[config.mk]
export PLATFORM = sky130hd
export DESIGN_NAME = quad_pos_unit
export DESIGN_NICKNAME = d
export VERILOG_FILES = /design/src/rtl/qpu_pkg.sv /design/src/rtl/qpu_sync.sv /design/src/rtl/qpu_quad.sv /design/src/rtl/qpu_freq.sv /design/src/rtl/qpu_core.sv /design/src/rtl/quad_pos_unit.sv
export SDC_FILE = /design/constraint.sdc
export NUM_CORES = 1
export LEC_CHECK = 0
export BUFFER_PORTS_ARGS = -buffer_cell sky130_fd_sc_hd__buf_2
export CAP_MARGIN = 30
export CELL_PAD_IN_SITES_DETAIL_PLACEMENT = 0
export CELL_PAD_IN_SITES_GLOBAL_PLACEMENT = 2
export CORE_UTILIZATION = 37
export DETAILED_ROUTE_END_ITERATION = 7
export PLACE_DENSITY = 0.95
export SLEW_MARGIN = 25
export SYNTH_ARGS = -nofsm -noshare
export SYNTH_HDL_FRONTEND = slang
export SYNTH_SLANG_ARGS = --single-unit
[constraint.sdc]
create_clock -name clk_i -period 11.05 [get_ports clk_i]
set_input_delay 3.315 -clock clk_i [delete_from_list [all_inputs] [get_ports clk_i]]
set_output_delay 3.315 -clock clk_i [all_outputs]
set_load 0.02 [all_outputs]
[src/rtl/qpu_pkg.sv]
package qpu_pkg;
  // control byte bit positions
  localparam int CB_REG  = 7;
  localparam int CB_FCLR = 6;
  localparam int CB_ZEN  = 5;
  localparam int CB_SET  = 2;
  localparam int CB_ARM  = 0;
  // status byte bit positions
  localparam int SB_REG   = 7;
  localparam int SB_ERR   = 6;
  localparam int SB_NOSIG = 5;
  localparam int SB_FRQ   = 3;
  localparam int SB_ACK   = 2;
  localparam int SB_VAL   = 0;
  // synchroniser lane map
  localparam int SY_A    = 0;
  localparam int SY_B    = 1;
  localparam int SY_REF  = 2;
  localparam int SY_ZERO = 3;
  localparam int SY_SIG  = 4;
  localparam int SY_W    = 5;
endpackage

[src/rtl/qpu_sync.sv]
module qpu_sync #(
  parameter int W      = 1,
  parameter int STAGES = 2
) (
  input  logic         clk_i,
  input  logic         rst_ni,
  input  logic [W-1:0] d_i,
  output logic [W-1:0] q_o
);
  logic [W-1:0] pipe [STAGES];

  always_ff @(posedge clk_i or negedge rst_ni) begin
    if (!rst_ni) begin
      for (int i = 0; i < STAGES; i++) pipe[i] <= '0;
    end else begin
      pipe[0] <= d_i;
      for (int i = 1; i < STAGES; i++) pipe[i] <= pipe[i-1];
    end
  end

  assign q_o = pipe[STAGES-1];
endmodule

[src/rtl/qpu_quad.sv]
module qpu_quad (
  input  logic clk_i,
  input  logic rst_ni,
  input  logic a_i,
  input  logic b_i,
  output logic step_o,
  output logic up_o
);
  logic [1:0] ab_q;
  logic [1:0] chg;

  always_ff @(posedge clk_i or negedge rst_ni) begin
    if (!rst_ni) ab_q <= 2'b00;
    else         ab_q <= {a_i, b_i};
  end

  assign chg    = {a_i, b_i} ^ ab_q;
  // exactly one channel moved; double changes are dropped
  assign step_o = (chg == 2'b10) || (chg == 2'b01);
  assign up_o   = chg[1] ? (a_i ^ b_i) : ~(a_i ^ b_i);
endmodule

[src/rtl/qpu_freq.sv]
module qpu_freq #(
  parameter int LIM_W = 16
) (
  input  logic             clk_i,
  input  logic             rst_ni,
  input  logic             step_i,
  input  logic             hold_i,
  input  logic [LIM_W-1:0] limit_i,
  output logic             err_o
);
  logic [LIM_W-1:0] gap_q;

  // gap_q = clocks since last counted edge, saturating
  always_ff @(posedge clk_i or negedge rst_ni) begin
    if (!rst_ni)             gap_q <= '1;
    else if (step_i)         gap_q <= LIM_W'(1);
    else if (gap_q != '1)    gap_q <= gap_q + LIM_W'(1);
  end

  always_ff @(posedge clk_i or negedge rst_ni) begin
    if (!rst_ni)                          err_o <= 1'b0;
    else if (hold_i)                      err_o <= 1'b0;
    else if (step_i && gap_q < limit_i)   err_o <= 1'b1;
  end
endmodule

[src/rtl/qpu_core.sv]
module qpu_core #(
  parameter int CNT_W = 32
) (
  input  logic             clk_i,
  input  logic             rst_ni,
  input  logic             step_i,
  input  logic             up_i,
  input  logic             load_i,
  input  logic [CNT_W-1:0] preset_i,
  input  logic             zero_i,
  input  logic             arm_i,
  input  logic             disarm_i,
  input  logic             mark_i,
  output logic [CNT_W-1:0] cap_o,
  output logic             valid_o
);
  logic [CNT_W-1:0] cnt_q;

  // priority: preset load, then zeroing, then stepping
  always_ff @(posedge clk_i or negedge rst_ni) begin
    if (!rst_ni)      cnt_q <= '0;
    else if (load_i)  cnt_q <= preset_i;
    else if (zero_i)  cnt_q <= '0;
    else if (step_i)  cnt_q <= up_i ? cnt_q + CNT_W'(1) : cnt_q - CNT_W'(1);
  end

  always_ff @(posedge clk_i or negedge rst_ni) begin
    if (!rst_ni) begin
      cap_o   <= '0;
      valid_o <= 1'b0;
    end else if (disarm_i) begin
      valid_o <= 1'b0;
    end else if (arm_i && !valid_o && mark_i) begin
      cap_o   <= cnt_q;
      valid_o <= 1'b1;
    end
  end
endmodule

[src/rtl/quad_pos_unit.sv]
module quad_pos_unit
  import qpu_pkg::*;
#(
  parameter int CNT_W       = 32,
  parameter int LIM_W       = 16,
  parameter int SYNC_STAGES = 2
) (
  input  logic             clk_i,
  input  logic             rst_ni,
  input  logic             quad_a_i,
  input  logic             quad_b_i,
  input  logic             ref_mark_i,
  input  logic             zero_in_i,
  input  logic             sig_ok_ni,
  input  logic [7:0]       ctrl_i,
  input  logic [CNT_W-1:0] preset_i,
  input  logic [LIM_W-1:0] freq_limit_i,
  output logic [7:0]       status_o,
  output logic [CNT_W-1:0] data_o
);
  logic [SY_W-1:0]  sy;
  logic             step, up, frq_err, valid;
  logic             ref_q, zero_q, set_q, ack_q;
  logic             proc, load, zero, arm, disarm, hold;
  logic [CNT_W-1:0] cap;

  qpu_sync #(.W(SY_W), .STAGES(SYNC_STAGES)) u_sync (
    .clk_i (clk_i),
    .rst_ni(rst_ni),
    .d_i   ({sig_ok_ni, zero_in_i, ref_mark_i, quad_b_i, quad_a_i}),
    .q_o   (sy)
  );

  qpu_quad u_quad (
    .clk_i (clk_i),
    .rst_ni(rst_ni),
    .a_i   (sy[SY_A]),
    .b_i   (sy[SY_B]),
    .step_o(step),
    .up_o  (up)
  );

  // edge history for marks and the preset request
  always_ff @(posedge clk_i or negedge rst_ni) begin
    if (!rst_ni) begin
      ref_q  <= 1'b0;
      zero_q <= 1'b0;
      set_q  <= 1'b0;
    end else begin
      ref_q  <= sy[SY_REF];
      zero_q <= sy[SY_ZERO];
      set_q  <= ctrl_i[CB_SET];
    end
  end

  assign proc   = ~ctrl_i[CB_REG];
  assign load   = proc & ctrl_i[CB_SET] & ~set_q;
  assign zero   = proc & ctrl_i[CB_ZEN] & ctrl_i[CB_ARM] & sy[SY_ZERO] & ~zero_q;
  assign arm    = proc & ctrl_i[CB_ARM];
  assign disarm = proc & ~ctrl_i[CB_ARM];
  assign hold   = proc & ctrl_i[CB_FCLR];

  always_ff @(posedge clk_i or negedge rst_ni) begin
    if (!rst_ni)                        ack_q <= 1'b0;
    else if (proc && !ctrl_i[CB_SET])   ack_q <= 1'b0;
    else if (load)                      ack_q <= 1'b1;
  end

  qpu_core #(.CNT_W(CNT_W)) u_core (
    .clk_i   (clk_i),
    .rst_ni  (rst_ni),
    .step_i  (step),
    .up_i    (up),
    .load_i  (load),
    .preset_i(preset_i),
    .zero_i  (zero),
    .arm_i   (arm),
    .disarm_i(disarm),
    .mark_i  (sy[SY_REF] & ~ref_q),
    .cap_o   (cap),
    .valid_o (valid)
  );

  qpu_freq #(.LIM_W(LIM_W)) u_freq (
    .clk_i  (clk_i),
    .rst_ni (rst_ni),
    .step_i (step),
    .hold_i (hold),
    .limit_i(freq_limit_i),
    .err_o  (frq_err)
  );

  always_comb begin
    status_o = '0;
    if (!proc) begin
      status_o = {1'b1, ctrl_i[6:0]};
    end else begin
      status_o[SB_ERR]   = sy[SY_SIG];
      status_o[SB_NOSIG] = sy[SY_SIG];
      status_o[SB_FRQ]   = frq_err;
      status_o[SB_ACK]   = ack_q;
      status_o[SB_VAL]   = valid;
    end
  end

  assign data_o = proc ? cap : '0;
endmodule

[After elaboration in Yosys (flattened, before gate mapping)]
Cells that the tools add are included.
Storage, ports and cells
  register bits after elaboration: 98
  input port bits: 63
  output and inout bits: 40
Operators by class
  add/subtract/negate cells: 3
  $lt $le $gt $ge: 1
  equality and inequality tests: 3
  multiplexer cells: 20
  bitwise logic cells: 19
  reduce and logical (&&, ||, !) cells: 13
Operator list (number)
  $mux W32: 5
  $add A32 B1 Y32 const B: 1
  $mux W16: 2
  $sub A32 B1 Y32 const B: 1
  $add A16 B1 Y16 const B: 1
  $lt A16 B16 Y1: 1
  $ne A16 B16 Y1 const B: 1
  $mux W1: 11
  $and A1 B1 Y1: 10
  $reduce_bool A2 Y1: 4
  $not A1 Y1: 7
  $logic_and A1 B1 Y1: 4
  $mux W2: 2
  $reduce_bool A3 Y1: 1
  $eq A2 B1 Y1 const B: 1
  $eq A2 B2 Y1 const B: 1
  $logic_not A1 Y1: 2
  $reduce_and A2 Y1: 1
  $xor A2 B2 Y2: 1
  $logic_or A1 B1 Y1: 1
  $xor A1 B1 Y1: 1

[Longest topological paths before layout]
  depth in word-level cells: 7
  gate-level depth with buffers: 14
  depth with buffers taken out: 10

[Modules after synthesis]
Synthesis repeated with hierarchy kept, for this count alone.
Unflattened totals
  cells, all modules: 687
  area, all modules: 6548.8 um^2
Modules (own cells, without submodules)
  qpu_core: times used 1, cells an instance 455, area an instance 4371.7 um^2
  qpu_freq: times used 1, cells an instance 152, area an instance 1336.3 um^2
  quad_pos_unit: times used 1, cells an instance 60, area an instance 469.2 um^2
  qpu_sync: times used 1, cells an instance 15, area an instance 287.8 um^2
  qpu_quad: times used 1, cells an instance 5, area an instance 83.8 um^2

[Worst setup path before layout]
No wires, ideal clock.
  kind: input to output
  start point: input ctrl_i[7]
  end point: output status_o[2]
  data arrival time: 4.253 ns
  path slack: 3.482 ns
  cell stages on the path: 3
  path through: clkbuf_1 -> clkbuf_1 -> mux2_2
On the way
  longest elaborated chain between the ends: 1
Ends and longest elaborated chain
  start, declared: line quad_pos_unit.sv:15  | input logic [7:0] ctrl_i,
  $mux W2: line quad_pos_unit.sv:95  | if (!proc) begin
  end, declared: line quad_pos_unit.sv:18  | output logic [7:0] status_o,
No other way between the ends.

[Worst setup path after layout]
Ends and elaborated chain as after synthesis.

==> results.json <==
{
  "worst_setup_path_end_kind": "output port",
  "synth_edf_count": 0,
  "worstHoldPathCells": 0,
  "cts.repair.resized": 0,
  "hpwl_mm": 12.2,
  "cts_buffer_depth": 2,
  "crit_chain": "buf_2 > mux2_2 > buf_2",
  "synthCells": 735,
  "start_kind": "input pin",
  "overflow": 0,
  "vias": 5639,
  "clock_latency_ns": 0.36,
  "drtIter0Drc": 353,
  "drc": 0,
  "ant_nets": 0,
  "cap_violations": 0,
  "wire_per_inst_um": 17.0,
  "grt_pass1_wl_mm": 28.7,
  "synth_nets": 816,
  "slew_viol_final": 0,
  "dr.pass1.iters": 5,
  "postSynthAreaPerCell_um2": 8.65,
  "clock_sinks": 98,
  "final_common_cell": "buf_2",
  "cp.required_ns": 7.74,
  "crit_top_cell": "buf_2",
  "initial_core_util_pct": 38.1,
  "holdWs_ns": 0.348,
  "critPathTopFamily": "buffers and inverters",
  "setup.worst_path.class": "in2out",
  "hold_viol": 0,
  "rows": 47,
  "ys_seq_area_share_pct": 38.9,
  "r2r-start": "u_sync.q_o[1]",
  "synth_seq_cells": 98,
  "pin_count": 103,
  "path_depth": 3,
  "grt_max_degree": 53,
  "grt_pass1_vias": 5358,
  "routed_via_density": 5.51,
  "io_buffer_count": 102,
  "min_path_type": "reg2reg",
  "post_cts_buffers": 0,
  "rrSetupSlack_ns": 7.43,
  "rsz0062_at_grt": "no",
  "yosys_warnings": 0,
  "status": "finished, final reports clean",
  "r2r-end": "u_core.cnt_q[24]",
  "hold-path-endpoint": "u_sync.q_o[1]",
  "fin_crit_sh_pct": 71.1,
  "cts_inserted_buffers": 9,
  "grt_use_total_pct": 20.5,
  "area_growth_pct": 14.4,
  "worstPathMaxFanout": 46,
  "diodes": 0,
  "worst_pin_slew_ns": 1.02,
  "gp_congestion": 0.861,
  "cts_tree": "yes",
  "netlist.area_leader.share_pct": 32.3,
  "slowest_stage": "buf_2",
  "die_area_mm2": 0.0177,
  "skew_ns": 0.00971,
  "drive_gt1_share_pct": 23.7,
  "fin_crit_ns": 7.85,
  "cts-hold-fix-buffers": 0,
  "clk_pin_slew_ns": 0.06,
  "cts.htree.levels": 3,
  "yosys.cell_types.count": 60,
  "slew_headroom_pct": 31.1,
  "worstRegToRegCells": 11,
  "yosysTopAreaCell": "dfrtp_1",
  "slowest_delay_ns": 0.65,
  "die_x_um": 133,
  "hp-start": "u_sync.pipe[6]",
  "synth_ff_type": "dfrtp_1",
  "fmax_mhz": 127,
  "fin_tns_setup_ns": 0,
  "cts_root_buf": "clkbuf_16",
  "syn_area_mm2": 0.00636,
  "synth_top_cells_by_area": "dfrtp_1 32%, dfstp_2 6.6%, mux2_2 6.4%, nor2_1 4.2%, nand2_1 4.1%",
  "fp.dieH_um": 133,
  "core_area_mm2": 0.0167,
  "power_density_mw_per_mm2": 195,
  "grt_antenna_before_repair": 0,
  "wl_mm": 17.3,
  "static-leakage-power_nw": 3.24,
  "synthArstFlopShare_pct": 100,
  "nets": 879,
  "most-common-layout-cells": "102 x buf_2, 82 x dfrtp_1, 72 x nor2_1",
  "worst-path-buf-inv": 2,
  "timing.final.setup_violations": 0,
  "ir_drop_mv": 0.101,
  "crit_arrival_ns": 4.54
}
[routing by layer]
metal	part of all wire, %	global-route usage (%)	vias to the layer above	wire (µm)
li1	-	-	2766	-
met1	48	28.2	2724	8330
met2	46	32.8	130	7990
met3	4.3	3.50	19	738
met4	1.7	6.82	0	291
met5	0	0	-	0
[power breakdown]
part | switching, mW | internal (mW)
clock | 0.136 | 0.176
sequential | 0.167 | 0.463
combinational | 0.262 | 0.212
total | 0.565 | 0.850
[synthesized netlist by cell type, drive strengths merged, types with 2 or more instances]
library cell,count
nor3,22
a21oi,45
a21o,14
a22oi,6
clkbuf,46
or4,10
a22o,2
o22ai,2
xor2,17
o22a,2
xnor2,12
o31ai,15
nor2b,34
or2,3
a211oi,4
nand2,69
nor4b,4
buf,13
mux2,36
dfrtp,82
and3,8
nor4,19
ha,18
dfstp,16
o221ai,2
o21ai,27
nand2b,6
inv,23
mux2i,11
a41oi,4
nor2,72
a211o,2
nand4,21
and2,7
or3,8
nand3,26
and4,2
a31oi,13
[through the flow]
step                      worst slack, ns  total power [mW]  utilization (%)  area (µm²)  cells
after floorplan                      3.48             0.958                -        6360    735
after global placement               3.18              1.10             41.7        6970   1005
after detailed placement             3.17              1.11             41.8        6980   1007
after CTS                            3.17              1.42             43.5        7260   1023
after global routing                 3.09              1.52             43.6        7280   1023
final                                3.20              1.42             43.6        7280   1023
[registers in the layout, indices dropped and copies added, names as in the netlist]
name            cells
u_sync.q_o          5
u_core.cap_o       32
u_freq.gap_q       16
ack_q               1
u_core.valid_o      1
u_freq.err_o        1
u_core.cnt_q       32
u_quad.ab_q         2
zero_q              1
u_sync.pipe         5
set_q               1
ref_q               1
[worst max-delay path by stage]
stage	slack, ns	startpoint	end
final	3.20	ctrl_i[7]	status_o[2]
after global routing	3.09	ctrl_i[7]	status_o[2]
after CTS	3.17	ctrl_i[7]	status_o[2]
after detailed placement	3.17	ctrl_i[7]	status_o[0]
after global placement	3.18	ctrl_i[7]	status_o[3]
after floorplan	3.48	ctrl_i[7]	status_o[2]
[cell type report]
class                   count  area, µm²
clock buffers              13        240
multi-input cells         555       3580
flip-flops and latches     98       2470
repair buffers            111        578
well taps                 220        275
clock inverters             3       42.5
fillers                  1748       9430
inverters                  23       86.3
[cells by family (layout without fill, tap and decap cells)]
family                     count (synthesis)  in the layout  share of synthesized area, %
muxes                                     47             47                          8.11
and+or+nand+nor                          314            314                          25.1
adders and majority gates                 18             18                          3.54
xor gates and xnor gates                  29             29                          4.11
buffers and inverters                     82            150                          5.21
DFF                                       98             98                          38.9
AOI/OAI and AO/OA                        147            147                          15.1
Note: power is estimated with default switching activity, not from simulation.
